### src/rtl/spi_port_pkg.sv
package spi_port_pkg;
  localparam int unsigned BAUD_W = 3;

  typedef struct packed {
    logic              master;
    logic              edge_sel;
    logic [BAUD_W-1:0] baud;
  } spi_ctrl_t;
endpackage

### src/rtl/spi_sync.sv
module spi_sync #(
  parameter int unsigned    W       = 1,
  parameter logic [W-1:0]   RST_VAL = '0
) (
  input  logic         clk_i,
  input  logic         rst_ni,
  input  logic [W-1:0] d_i,
  output logic [W-1:0] q_o
);
  for (genvar i = 0; i < W; i++) begin : g_bit
    logic [1:0] ff_q;
    always_ff @(posedge clk_i or negedge rst_ni) begin
      if (!rst_ni) ff_q <= {2{RST_VAL[i]}};
      else         ff_q <= {ff_q[0], d_i[i]};
    end
    assign q_o[i] = ff_q[1];
  end
endmodule

### src/rtl/spi_master_seq.sv
module spi_master_seq #(
  parameter int unsigned DATA_W = 8,
  parameter int unsigned BAUD_W = 3
) (
  input  logic              clk_i,
  input  logic              rst_ni,
  input  logic              start_i,
  input  logic              edge_sel_i,
  input  logic [BAUD_W-1:0] baud_i,
  output logic              busy_o,
  output logic              sck_o,
  output logic              sample_o,
  output logic              launch_o,
  output logic              done_o
);
  localparam int unsigned CNT_W  = 2**BAUD_W;
  localparam int unsigned EDGES  = 2*DATA_W;
  localparam int unsigned EDGE_W = $clog2(EDGES+1);

  logic [CNT_W-1:0]  cnt_q, half_lim;
  logic [EDGE_W-1:0] edge_q;
  logic [BAUD_W-1:0] baud_q;
  logic              pol_q, busy_q, sck_q;
  logic              tick, last, rise, fall;

  // half period = 2^baud system cycles
  assign half_lim = (CNT_W'(1) << baud_q) - CNT_W'(1);
  assign tick     = busy_q && (cnt_q == half_lim);
  assign last     = (edge_q == EDGE_W'(EDGES));

  always_ff @(posedge clk_i or negedge rst_ni) begin
    if (!rst_ni) begin
      busy_q <= 1'b0;
      sck_q  <= 1'b0;
      cnt_q  <= '0;
      edge_q <= '0;
      baud_q <= '0;
      pol_q  <= 1'b0;
    end else if (!busy_q) begin
      if (start_i) begin
        busy_q <= 1'b1;
        cnt_q  <= '0;
        edge_q <= '0;
        baud_q <= baud_i;
        pol_q  <= edge_sel_i;
      end
    end else begin
      cnt_q <= tick ? '0 : cnt_q + 1'b1;
      if (tick) begin
        if (last) begin
          busy_q <= 1'b0;
        end else begin
          sck_q  <= ~sck_q;
          edge_q <= edge_q + 1'b1;
        end
      end
    end
  end

  assign rise     = tick && !last && !sck_q;
  assign fall     = tick && !last &&  sck_q;
  assign sample_o = pol_q ? fall : rise;
  assign launch_o = pol_q ? rise : fall;
  assign done_o   = tick && last;
  assign busy_o   = busy_q;
  assign sck_o    = sck_q;
endmodule

### src/rtl/spi_slave_seq.sv
module spi_slave_seq #(
  parameter int unsigned DATA_W = 8
) (
  input  logic clk_i,
  input  logic rst_ni,
  input  logic en_i,
  input  logic sck_i,
  input  logic ss_n_i,
  output logic active_o,
  output logic start_o,
  output logic sample_o,
  output logic launch_o,
  output logic done_o,
  output logic abort_o
);
  localparam int unsigned BIT_W = $clog2(DATA_W);

  logic             sck_d, active_q, done_q;
  logic [BIT_W-1:0] bit_q;
  logic             rise, fall, live;

  assign rise     = sck_i && !sck_d;
  assign fall     = !sck_i && sck_d;
  assign live     = active_q && !ss_n_i && !done_q;
  assign start_o  = en_i && !ss_n_i && !active_q;
  assign sample_o = live && rise;
  assign launch_o = live && fall;
  assign done_o   = sample_o && (bit_q == BIT_W'(DATA_W-1));
  assign abort_o  = active_q && ss_n_i && !done_q;
  assign active_o = active_q;

  always_ff @(posedge clk_i or negedge rst_ni) begin
    if (!rst_ni) begin
      sck_d    <= 1'b0;
      active_q <= 1'b0;
      done_q   <= 1'b0;
      bit_q    <= '0;
    end else begin
      sck_d <= sck_i;
      if (start_o) begin
        active_q <= 1'b1;
        done_q   <= 1'b0;
        bit_q    <= '0;
      end else if (active_q && ss_n_i) begin
        active_q <= 1'b0;
      end else if (sample_o) begin
        bit_q <= bit_q + 1'b1;
        if (done_o) done_q <= 1'b1;
      end
    end
  end
endmodule

### src/rtl/spi_port.sv
module spi_port #(
  parameter int unsigned DATA_W = 8
) (
  input  logic                                       clk_i,
  input  logic                                       rst_ni,
  input  logic                                       ctrl_we_i,
  input  logic [$bits(spi_port_pkg::spi_ctrl_t)-1:0] ctrl_wdata_i,
  input  logic                                       buf_we_i,
  input  logic [DATA_W-1:0]                          buf_wdata_i,
  input  logic                                       buf_re_i,
  output logic [DATA_W-1:0]                          buf_rdata_o,
  output logic                                       full_o,
  output logic                                       busy_o,
  output logic                                       sck_o,
  output logic                                       sck_oe_o,
  input  logic                                       sck_i,
  output logic                                       ss_no,
  input  logic                                       ss_ni,
  output logic                                       sdo_o,
  output logic                                       sdo_oe_o,
  input  logic                                       sdi_i
);
  import spi_port_pkg::*;

  localparam int unsigned MSB = DATA_W - 1;

  spi_ctrl_t         ctrl_q;
  logic [DATA_W-1:0] sr_q, hold_q;
  logic              out_q, full_q;
  logic              sck_s, ss_s, sdi_s;
  logic              m_busy, m_sck, m_sample, m_launch, m_done;
  logic              s_active, s_start, s_sample, s_launch, s_done, s_abort;
  logic              mode_m, m_start, s_load, load;
  logic              sample, launch, done, in_bit, xfer_busy;

  always_ff @(posedge clk_i or negedge rst_ni) begin
    if (!rst_ni)        ctrl_q <= '0;
    else if (ctrl_we_i) ctrl_q <= spi_ctrl_t'(ctrl_wdata_i);
  end

  assign mode_m = ctrl_q.master;

  spi_sync #(.W(3), .RST_VAL(3'b010)) i_sync (
    .clk_i (clk_i),
    .rst_ni(rst_ni),
    .d_i   ({sck_i, ss_ni, sdi_i}),
    .q_o   ({sck_s, ss_s, sdi_s})
  );

  spi_master_seq #(.DATA_W(DATA_W), .BAUD_W(BAUD_W)) i_master (
    .clk_i     (clk_i),
    .rst_ni    (rst_ni),
    .start_i   (m_start),
    .edge_sel_i(ctrl_q.edge_sel),
    .baud_i    (ctrl_q.baud),
    .busy_o    (m_busy),
    .sck_o     (m_sck),
    .sample_o  (m_sample),
    .launch_o  (m_launch),
    .done_o    (m_done)
  );

  spi_slave_seq #(.DATA_W(DATA_W)) i_slave (
    .clk_i   (clk_i),
    .rst_ni  (rst_ni),
    .en_i    (!mode_m),
    .sck_i   (sck_s),
    .ss_n_i  (ss_s),
    .active_o(s_active),
    .start_o (s_start),
    .sample_o(s_sample),
    .launch_o(s_launch),
    .done_o  (s_done),
    .abort_o (s_abort)
  );

  assign m_start   = mode_m && buf_we_i && !m_busy;
  assign s_load    = !mode_m && buf_we_i && !s_active && !s_start;
  assign load      = m_start || s_load;
  assign sample    = mode_m ? m_sample : s_sample;
  assign launch    = mode_m ? m_launch : s_launch;
  assign done      = mode_m ? m_done   : s_done;
  assign in_bit    = mode_m ? sdi_i    : sdi_s;
  assign xfer_busy = mode_m ? m_busy   : s_active;

  // shared transmit/receive shift register
  always_ff @(posedge clk_i or negedge rst_ni) begin
    if (!rst_ni) begin
      sr_q   <= '0;
      hold_q <= '0;
      out_q  <= 1'b0;
      full_q <= 1'b0;
    end else begin
      if (s_start && !mode_m) hold_q <= sr_q;

      if (load)                   sr_q <= buf_wdata_i;
      else if (!mode_m && s_abort) sr_q <= hold_q;
      else if (sample)            sr_q <= {sr_q[MSB-1:0], in_bit};

      if (load)            out_q <= buf_wdata_i[MSB];
      else if (launch)     out_q <= sr_q[MSB];
      else if (!xfer_busy) out_q <= sr_q[MSB];

      if (done)          full_q <= 1'b1;
      else if (buf_re_i) full_q <= 1'b0;
    end
  end

  assign buf_rdata_o = sr_q;
  assign full_o      = full_q;
  assign busy_o      = xfer_busy;
  assign sck_o       = m_sck;
  assign sck_oe_o    = mode_m;
  assign ss_no       = !(mode_m && m_busy);
  assign sdo_o       = out_q;
  assign sdo_oe_o    = mode_m ? 1'b1 : !ss_ni;
endmodule

### config.mk
export PLATFORM = sky130hd
export DESIGN_NAME = spi_port
export DESIGN_NICKNAME = d
export VERILOG_FILES = /design/src/rtl/spi_port_pkg.sv /design/src/rtl/spi_sync.sv /design/src/rtl/spi_master_seq.sv /design/src/rtl/spi_slave_seq.sv /design/src/rtl/spi_port.sv
export SDC_FILE = /design/constraint.sdc
export NUM_CORES = 1
export LEC_CHECK = 0
export BUFFER_PORTS_ARGS = -buffer_cell sky130_fd_sc_hd__buf_4
export CAP_MARGIN = 20
export CORE_ASPECT_RATIO = 1.4
export CORE_UTILIZATION = 61
export DETAILED_ROUTE_END_ITERATION = 6
export PLACE_DENSITY = 0.92
export SYNTH_ARGS = -nofsm -noshare
export SYNTH_HDL_FRONTEND = slang
export SYNTH_SLANG_ARGS = --single-unit
export TNS_END_PERCENT = 50
### constraint.sdc
create_clock -name clk_i -period 4.75 [get_ports clk_i]
set_input_delay 0.7125 -clock clk_i [delete_from_list [all_inputs] [get_ports clk_i]]
set_output_delay 0.7125 -clock clk_i [all_outputs]
set_load 0.05 [all_outputs]
==> flow_summary.json, run 1 <==
{
  "status": "finished clean",
  "required_ns": 4.94,
  "clockBufferDepth": 2,
  "worstHoldStart": "i_sync.g_bit[1].ff_q[0]",
  "synth_top_cell_area_share_pct": 45.6,
  "ant_nets": 0,
  "post_cts_buffers": 0,
  "die_w_um": 59.8,
  "worst_pin_slew_ns": 0.956,
  "netlist_instances": 294,
  "r2r_start": "i_master.busy_o",
  "r2r-end": "buf_rdata_o[5]",
  "die_area_mm2": 0.00496,
  "drc": 0,
  "grt_overflow": 0,
  "numCtsBuffers": 5,
  "synthToLayoutAreaGrowth_pct": 13.1,
  "netlist_top_cells_area": "dfrtp_1 (46%), nand2_1 (8.4%), mux2_4 (4.2%)",
  "rsz0062_at_grt": "no",
  "fin_area_mm2": 0.00323,
  "htreeDepth": 2,
  "synth_edf_count": 0,
  "fmaxAchievable_mhz": 379,
  "regToRegSetupSlack_ns": 2.11,
  "worst_path_max_delay_cell": "dfrtp_1",
  "drt-pass1-iter-count": 4,
  "final_cells": 387,
  "crit_chain": "nor2b_1 > o21ai_2 > o211ai_1 > a21oi_4 > mux2_4",
  "portBuffers": 35,
  "whs_endpoint": "i_sync.g_bit[1].ff_q[1]",
  "netlist_area_mm2": 0.00286,
  "cts.clk_slew.worst_paths_ns": 0.10,
  "cts_hold_repair.buffers": 0,
  "finalCritPeriodShare_pct": 55.5,
  "cp-start-kind": "flip-flop",
  "cp_max_fo": 24,
  "gp_congestion": 0.901,
  "drive_gt1_share_pct": 22.2,
  "yosys.cell_count.top_type": "nand2_1",
  "clock_latency_ns": 0.31,
  "max_slew_margin_pct": 35.7,
  "report.power.total_w": 0.00178,
  "period_minus_slack_ns": 2.64,
  "cts_resized": 0,
  "dominantRegCellSynth": "dfrtp_1",
  "numPlacedInstances": 378,
  "final.setup.tns_ns": 0,
  "antenna_found_initial": 0,
  "cts-root-buf": "clkbuf_8",
  "pin_count": 36,
  "crit_type": "flip-flop to flip-flop",
  "synth_top_cell_by_area": "dfrtp_1",
  "power_leakage_nw": 1.51,
  "yosysSeqAreaShare_pct": 47.4,
  "clock_sinks": 54,
  "synth-seq-cells": 54,
  "synthesis.nets": 320,
  "whs_path_depth": 0,
  "num_vias": 2303,
  "power_density_mw_per_mm2": 550,
  "arrival_ns": 2.83,
  "maxCapViolCount": 0,
  "grt_usage_pct": 26.5,
  "routed_wl_um": 5910,
  "peakVddDrop_mv": 0.336,
  "syn_avg_cell_area_um2": 9.72,
  "hold_class": "flip-flop to flip-flop",
  "setup_viol": 0,
  "grt_start_max_net_pins": 55,
  "crit_path_max_incr_delay_ns": 0.80,
  "clock-skew-final_ns": 0.0125,
  "grt_pass1_vias": 2206,
  "maxSlewViolCount": 0,
  "initial_core_util_pct": 63.5,
  "cts_tree": "done",
  "routedWlPerCell_um": 15.3,
  "crit_path_end_kind": "flip-flop",
  "chipHeight_um": 83.0,
  "drt_iter0_markers": 131,
  "via_per_inst": 5.95,
  "reg2reg_depth": 5,
  "hold_viol_final": 0,
  "core.rowCount": 29,
  "ys_types": 51,
  "coreArea_mm2": 0.00450,
  "async_reset_ff_share_pct": 100,
  "nets": 350,
  "synthTopCellsByCount": "nand2_1 (64), dfrtp_1 (52), nor2_1 (19)",
  "yosysWarnings": 0,
  "place_area_mm2": 0.00314,
  "grt_pass1_wl_um": 10000,
  "hpwl_um": 4140,
  "diodes": 0
}
-- layout make-up --
type | instances | area (um^2)
Tap cell | 62 | 77.6
Inverter | 8 | 30.0
Clock buffer | 6 | 72.6
Fill cell | 345 | 1270
Clock inverter | 2 | 13.8
Multi-Input combinational cell | 218 | 1410
Sequential cell | 54 | 1350
Timing Repair Buffer | 37 | 275
-- worst max-delay path, delay by kind of cell, from the launching register on --
| family | cells | cell delay, ns |
|---|---|---|
| and+or+nand+nor | 1 | 0.16 |
| AOI/OAI and AO/OA | 3 | 1.22 |
| muxes | 1 | 0.33 |
| DFF | 1 | 0.80 |
-- layout by cell type (no fill, tap or decap), types with 5 or more instances in the layout --
cell type,Yosys,final
and3_1,5,5
mux2_2,6,6
ha_1,5,5
mux2_4,8,8
dfrtp_1,52,52
buf_4,1,36
nand3_1,9,9
nand2_1,64,64
mux2i_1,9,9
o21ai_0,7,7
o211ai_1,6,6
a21oi_1,15,15
xnor2_1,5,5
nor2_1,19,19
clkbuf_8,0,5
inv_1,8,8
-- sequential cells by signal, indices dropped and copies added (netlist names) --
name / cells
i_master.sck_o: 1
buf_rdata_o: 8
i_slave.active_o: 1
i_master.busy_o: 1
i_master.edge_q: 5
full_o: 1
ctrl_q: 4
i_slave.sck_d: 1
i_slave.bit_q: 3
i_master.baud_q: 3
i_slave.done_q: 1
sck_oe_o: 1
sdo_o: 1
i_sync.g_bit.ff_q: 6
i_master.cnt_q: 8
i_master.pol_q: 1
hold_q: 8
-- routing by layer --
layer  global-route usage, %  wire length (um)  up-vias
li1                        -                 -     1111
met1                    33.5              2460     1129
met2                    43.5              3150       53
met3                    5.30               197       10
met4                    10.6               109        0
met5                       0                 0        -
-- where the power goes --
| part | leakage (nW) | internal [W] | switching (W) | total [W] |
|---|---|---|---|---|
| registers | 0.656 | 0.000591 | 0.000160 | 0.000751 |
| clock network | 0.0456 | 0.000105 | 0.000148 | 0.000254 |
| logic | 0.806 | 0.000314 | 0.000458 | 0.000773 |
-- cells by family after synthesis --
group / Yosys count / synth area share [%]
xor+xnor: 5 / 1.53
simple gates: 131 / 22.4
fa+ha+maj: 5 / 2.19
mux: 23 / 9.72
compound gates: 54 / 13.2
buf+inv: 22 / 3.55
flops: 54 / 47.4
-- worst max path at each step --
stage               startpoint             end  slack [ns]  cells after the start
3_3_place_gp   i_master.busy_o  buf_rdata_o[5]        2.29                      5
6_report       i_master.busy_o  buf_rdata_o[5]        2.11                      5
2_1_floorplan         sck_oe_o          busy_o        1.94                      3
5_1_grt        i_master.busy_o  buf_rdata_o[5]        1.96                      5
4_1_cts        i_master.busy_o  buf_rdata_o[5]        2.14                      5
3_5_place_dp   i_master.busy_o  buf_rdata_o[2]        2.16                      5
-- through the flow --
step	utilization [%]	hold slack [ns]	setup WS, ns
3_5_place_dp	69.8	0.355	2.16
2_1_floorplan	-	0.331	1.94
3_3_place_gp	69.8	0.334	2.29
6_report	71.8	0.366	2.11
5_1_grt	71.8	0.373	1.96
4_1_cts	71.7	0.368	2.14
Note: power is estimated with default switching activity, not from simulation.
==> run 2: changes to the inputs <==
--- a/config.mk
+++ b/config.mk
@@ -8,9 +8,9 @@
 export BUFFER_PORTS_ARGS = -buffer_cell sky130_fd_sc_hd__buf_4
 export CAP_MARGIN = 20
 export CORE_ASPECT_RATIO = 1.4
-export CORE_UTILIZATION = 61
+export CORE_UTILIZATION = 52
 export DETAILED_ROUTE_END_ITERATION = 6
-export PLACE_DENSITY = 0.92
+export PLACE_DENSITY = 0.85
 export SYNTH_ARGS = -nofsm -noshare
 export SYNTH_HDL_FRONTEND = slang
 export SYNTH_SLANG_ARGS = --single-unit
==> constraint.sdc (replaced) <==
create_clock -name clk_i -period 2.4 [get_ports clk_i]
set_input_delay 0.36 -clock clk_i [delete_from_list [all_inputs] [get_ports clk_i]]
set_output_delay 0.36 -clock clk_i [all_outputs]
set_load 0.05 [all_outputs]
==> flow_summary.json, run 2 (same netlist as run 1, synthesis figures left out) <==
{
  "num_vias": 2285,
  "grt_pass1_wl_um": 9870,
  "grt_usage_pct": 22.1,
  "crit_path_max_incr_delay_ns": 0.57,
  "drive_gt1_share_pct": 23.6,
  "diodes": 0,
  "final.setup.tns_ns": 0,
  "nets": 355,
  "grt_start_max_net_pins": 55,
  "cts_tree": "done",
  "grt_pass1_vias": 2148,
  "intPower_w": 0.00212,
  "hold_class": "primary input to asynchronous set/reset pin",
  "routed_wl_um": 6000,
  "worst_path_max_delay_cell": "or4bb_1",
  "chipHeight_um": 89.7,
  "via_per_inst": 5.77,
  "initial_core_util_pct": 54.6,
  "cts.clk_slew.worst_paths_ns": 0.09,
  "synthToLayoutAreaGrowth_pct": 16.1,
  "portBuffers": 35,
  "clock_latency_ns": 0.30,
  "arrival_ns": 2.41,
  "mostFrequentLayoutCell": "nand2_1",
  "peakVddDrop_mv": 0.670,
  "drt-pass1-iter-count": 4,
  "multi_input_area_mm2": 0.00141,
  "required_ns": 2.60,
  "maxSlewViolCount": 0,
  "clock-skew-final_ns": 0.00526,
  "drc": 0,
  "p_sw_w": 0.00152,
  "hpwl_um": 4270,
  "crit_chain": "inv_1 > ha_1 > or4bb_1 > nand4_1 > nor4_2 > a21oi_4 > buf_12 > mux2_4",
  "final_cell_mix": "nand2_1 (64), dfrtp_1 (52), buf_4 (41)",
  "comb_power_share_pct": 42.6,
  "die_area_mm2": 0.00580,
  "hold_viol_final": 0,
  "fill_cells": 419,
  "fmaxAchievable_mhz": 452,
  "cp-start-kind": "flip-flop",
  "crit_path_end_kind": "flip-flop",
  "antenna_found_initial": 0,
  "worst_pin_slew_ns": 0.689,
  "power_density_mw_per_mm2": 1100,
  "maxCapViolCount": 0,
  "numCtsBuffers": 5,
  "status": "finished clean",
  "cp_max_fo": 8,
  "core.rowCount": 31,
  "cts_hold_repair.buffers": 0,
  "gp_congestion": 0.789,
  "clock_sinks": 54,
  "coreArea_mm2": 0.00524,
  "setup_viol": 0,
  "clockPowerShare_pct": 16.4,
  "die_w_um": 64.6,
  "grt_overflow": 0,
  "power_leakage_nw": 1.54,
  "ant_nets": 0,
  "cts-root-buf": "clkbuf_8",
  "finalCritPeriodShare_pct": 92.2,
  "swShare_pct": 41.7,
  "ff_latch_area_mm2": 0.00135,
  "clockBufferDepth": 2,
  "period_minus_slack_ns": 2.21,
  "power_frac_seq_pct": 41.0,
  "routedWlPerCell_um": 15.1,
  "crit_type": "flip-flop to flip-flop",
  "max_slew_margin_pct": 54.1,
  "pin_count": 36,
  "drt_iter0_markers": 100,
  "rsz0062_at_grt": "no",
  "report.power.total_w": 0.00364,
  "htreeDepth": 2
}
[run 2: cell count changes in the layout (fill, tap and decap cells not counted)]
| cell | delta |
|---|---|
| bufinv_16 | +1 |
| inv_6 | -1 |
| nor3_2 | +1 |
| buf_12 | +1 |
| buf_4 | +5 |
| clkbuf_2 | -1 |
| o21ai_1 | +1 |
| clkinvlp_4 | +1 |
| nor3_1 | -1 |
| o21ai_0 | -1 |
| clkinv_2 | -1 |
[run 2: stage by stage]
stage          utilization, %  hold WS, ns  area, um^2  cells  setup WS [ns]
2_1_floorplan               -       0.0644        2860    294          0.195
3_3_place_gp             60.8        0.334        3180    387          0.194
3_5_place_dp             60.8        0.340        3180    387          0.110
4_1_cts                  62.9        0.114        3290    395         0.0930
5_1_grt                  63.3        0.137        3320    396         0.0378
6_report                 63.3       0.0828        3320    396          0.187
[run 2: repair_timing]
item,in CTS,in global routing
setup buffers,0,1
resized for setup,0,1
endpoints found under the setup margin,0,15
[run 2: final timing paths]
| path | start | cells after the start | to | slack [ns] |
|---|---|---|---|---|
| worst max-delay path | i_master.edge_q[0] | 8 | buf_rdata_o[0] | 0.19 |
| worst min-delay path | rst_ni | 1 | hold_q[5] | 0.08 |
| worst max register to register | i_master.edge_q[0] | 8 | buf_rdata_o[0] | 0.19 |
| worst min register to register | i_sync.g_bit[0].ff_q[0] | 0 | i_sync.g_bit[0].ff_q[1] | 0.36 |
| max in group asynchronous | rst_ni | 1 | i_master.pol_q | 1.87 |
| min in group clk_i | sck_i | 1 | i_sync.g_bit[2].ff_q[0] | 0.16 |
[run 2: critical path: cells and delay by family (launching register included)]
family,cells,cell delay (ns)
simple gates,3,0.80
fa+ha+maj,1,0.16
mux,1,0.30
buf+inv,2,0.24
flops,1,0.43
compound gates,1,0.17
[run 2: per-layer routing]
metal  track usage, %  share of wire (%)
met2             37.4                 52
met1             28.3                 44
met5                0                  0
met3             4.29                2.6
met4             7.88                1.3
[run 2: layout make-up]
class,count,area share [%]
inverter,8,0.905
clock buffer,6,2.19
tap,66,2.49
sequential,54,40.8
multi-input combinational,218,42.6
timing repair buffer,42,9.88
clock inverter,2,1.13
[run 2: power by group through the flow]
stage	sequential, W	clock [W]	combinational, W
2_1_floorplan	0.00167	0	0.000956
3_3_place_gp	0.00148	0	0.00149
3_5_place_dp	0.00150	0	0.00153
4_1_cts	0.00148	0.000614	0.00153
5_1_grt	0.00153	0.000651	0.00169
6_report	0.00149	0.000599	0.00155
==> run 3: changes to the inputs <==
--- a/config.mk
+++ b/config.mk
@@ -5,12 +5,13 @@
 export SDC_FILE = /design/constraint.sdc
 export NUM_CORES = 1
 export LEC_CHECK = 0
+export ABC_AREA = 1
 export BUFFER_PORTS_ARGS = -buffer_cell sky130_fd_sc_hd__buf_4
 export CAP_MARGIN = 20
 export CORE_ASPECT_RATIO = 1.4
-export CORE_UTILIZATION = 52
+export CORE_UTILIZATION = 51
 export DETAILED_ROUTE_END_ITERATION = 6
-export PLACE_DENSITY = 0.85
+export PLACE_DENSITY = 0.84
 export SYNTH_ARGS = -nofsm -noshare
 export SYNTH_HDL_FRONTEND = slang
 export SYNTH_SLANG_ARGS = --single-unit
==> flow_summary.json, run 3 <==
{
  "clockBufferDepth": 2,
  "chipHeight_um": 88.0,
  "grt_overflow": 0,
  "drive_gt1_share_pct": 20.6,
  "htreeDepth": 2,
  "grt_pass1_wl_um": 9270,
  "synth_edf_count": 0,
  "finalCritPeriodShare_pct": 85.9,
  "worst_pin_slew_ns": 0.684,
  "netlist_area_mm2": 0.00270,
  "intPower_w": 0.00191,
  "gp_congestion": 0.897,
  "crit_end": "buf_rdata_o[1]",
  "r2r_start": "sck_oe_o",
  "die_area_mm2": 0.00559,
  "setup_viol": 0,
  "cts-root-buf": "clkbuf_8",
  "async_reset_ff_share_pct": 100,
  "period_minus_slack_ns": 2.06,
  "diodes": 0,
  "cp.buffers_inverters": 1,
  "yosys.cell_count.top_type": "nand2_1",
  "crit_chain": "nand2_1 > nor2_2 > a31oi_4 > inv_2 > a211oi_4 > nand2_4 > nand2_1 > nand2_1",
  "routedWlPerCell_um": 13.3,
  "worst_hold_slack_ns": 0.0745,
  "yosysSeqAreaShare_pct": 50.2,
  "path_depth": 8,
  "cts.clk_slew.worst_paths_ns": 0.10,
  "crit_start": "sck_oe_o",
  "cts_hold_repair.buffers": 0,
  "cp_max_fo": 12,
  "peakVddDrop_mv": 0.997,
  "ys_types": 34,
  "hpwl_um": 4050,
  "ant_nets": 0,
  "swShare_pct": 42.5,
  "cts_resized": 0,
  "die_w_um": 63.5,
  "coreArea_mm2": 0.00495,
  "clock-skew-final_ns": 0.0115,
  "place_area_mm2": 0.00302,
  "initial_core_util_pct": 54.4,
  "crit_top_cell": "nand2_1",
  "power_density_mw_per_mm2": 1060,
  "portBuffers": 35,
  "netlist_instances": 310,
  "via_per_inst": 5.26,
  "status": "finished clean",
  "final_cell_mix": "nand2_1 (92), dfrtp_1 (52), buf_4 (35)",
  "mostFrequentLayoutCell": "nand2_1",
  "netlist_top_cells_area": "dfrtp_1 (48%), nand2_1 (13%), o21ai_0 (4.8%)",
  "numCtsBuffers": 5,
  "p_sw_w": 0.00141,
  "synthTopCellsByCount": "nand2_1 (92), dfrtp_1 (52), inv_1 (28)",
  "drt_iter0_markers": 144,
  "routed_wl_um": 5500,
  "clock_sinks": 54,
  "worst_path_max_delay_cell": "dfrtp_1",
  "syn_avg_cell_area_um2": 8.70,
  "r2r-end": "buf_rdata_o[1]",
  "synth_top_cell_by_area": "dfrtp_1",
  "required_ns": 2.59,
  "fin_area_mm2": 0.00312,
  "final.setup.tns_ns": 0,
  "maxSlewViolCount": 0,
  "drt-pass1-iter-count": 4,
  "fmaxAchievable_mhz": 485,
  "cts_tree": "done",
  "maxCapViolCount": 0,
  "grt_start_max_net_pins": 55,
  "crit_path_end_kind": "flip-flop",
  "power_frac_seq_pct": 43.8,
  "synth_top_cell_area_share_pct": 48.3,
  "dominantRegCellSynth": "dfrtp_1",
  "yosysWarnings": 0,
  "arrival_ns": 2.26,
  "regToRegSetupSlack_ns": 0.34,
  "hold_viol_final": 0,
  "cp-start-kind": "flip-flop",
  "post-route-util_pct": 63.0,
  "synth-seq-cells": 54,
  "crit_type": "flip-flop to flip-flop",
  "drc": 0,
  "cpLargestDelayFamily": "compound AO/OA/AOI/OAI gates",
  "power_leakage_nw": 1.57,
  "post_cts_buffers": 0,
  "pin_count": 36,
  "num_vias": 2174,
  "synthToLayoutAreaGrowth_pct": 15.8,
  "rsz0062_at_grt": "no",
  "core.rowCount": 30,
  "antenna_found_initial": 0,
  "clock_latency_ns": 0.30,
  "grt_usage_pct": 21.3,
  "max_slew_margin_pct": 54.4,
  "clockPowerShare_pct": 16.8,
  "synthesis.nets": 336,
  "grt_pass1_vias": 2157,
  "comb_power_share_pct": 39.4,
  "hold_class": "primary input to asynchronous set/reset pin",
  "reg2reg_depth": 8,
  "crit_path_max_incr_delay_ns": 0.55,
  "nets": 374
}
run 3: cell types whose count changed after synthesis, sizes merged, moves of 7 or more:
cell	delta
mux2i	-9
nand3	+15
o21ai	+18
a21oi	-11
xor2	+7
inv	+25
mux2	-11
nand2	+35
run 3: cells by family (layout without fill, tap and decap cells):
kind of cell / Yosys count / count (layout) / synth area share, %
and+or+nand+nor: 153 / 153 / 26.3
adders and majority gates: 5 / 5 / 2.32
AOI/OAI and AO/OA: 49 / 49 / 11.6
muxes: 3 / 3 / 1.25
xor gates and xnor gates: 9 / 9 / 2.92
buffers and inverters: 37 / 76 / 5.38
DFF: 54 / 54 / 50.2
run 3: stage by stage:
| stage | total power, W | setup WS, ns | cells |
|---|---|---|---|
| floorplan | 0.00240 | 0.492 | 310 |
| global placement | 0.00272 | 0.484 | 405 |
| detailed placement | 0.00277 | 0.381 | 405 |
| CTS | 0.00333 | 0.348 | 413 |
| global route | 0.00354 | 0.163 | 413 |
| finish | 0.00332 | 0.338 | 413 |
run 3: routing by layer:
metal	part of all wire [%]	GRT usage, %
met1	43	23.9
met2	53	40.1
met3	2.5	3.52
met4	1.2	7.64
met5	0	0
run 3: how the worst min path moves through the flow:
stage	start	end	slack, ns	cells after the start
after floorplan	rst_ni	buf_rdata_o[0]	0.06	0
after global placement	i_sync.g_bit[2].ff_q[0]	i_sync.g_bit[2].ff_q[1]	0.33	0
after detailed placement	i_sync.g_bit[2].ff_q[0]	i_sync.g_bit[2].ff_q[1]	0.34	0
after CTS	rst_ni	ctrl_q[3]	0.11	1
after global routing	rst_ni	ctrl_q[3]	0.13	1
final	rst_ni	ctrl_q[3]	0.07	1
run 3: layout make-up:
type / count / area, um^2
Sequential cell: 54 / 1350
Inverter: 33 / 124
Tap cell: 64 / 80.1
Multi-Input combinational cell: 219 / 1200
Clock buffer: 7 / 96.3
Timing Repair Buffer: 35 / 263
Clock inverter: 1 / 8.76
Fill cell: 463 / 1830
run 3: power groups by stage:
stage / combinational, W / clock, W / sequential, W
2_1_floorplan: 0.000741 / 0 / 0.00166
3_3_place_gp: 0.00127 / 0 / 0.00145
3_5_place_dp: 0.00131 / 0 / 0.00146
4_1_cts: 0.00132 / 0.000570 / 0.00145
5_1_grt: 0.00145 / 0.000608 / 0.00149
6_report: 0.00131 / 0.000557 / 0.00145
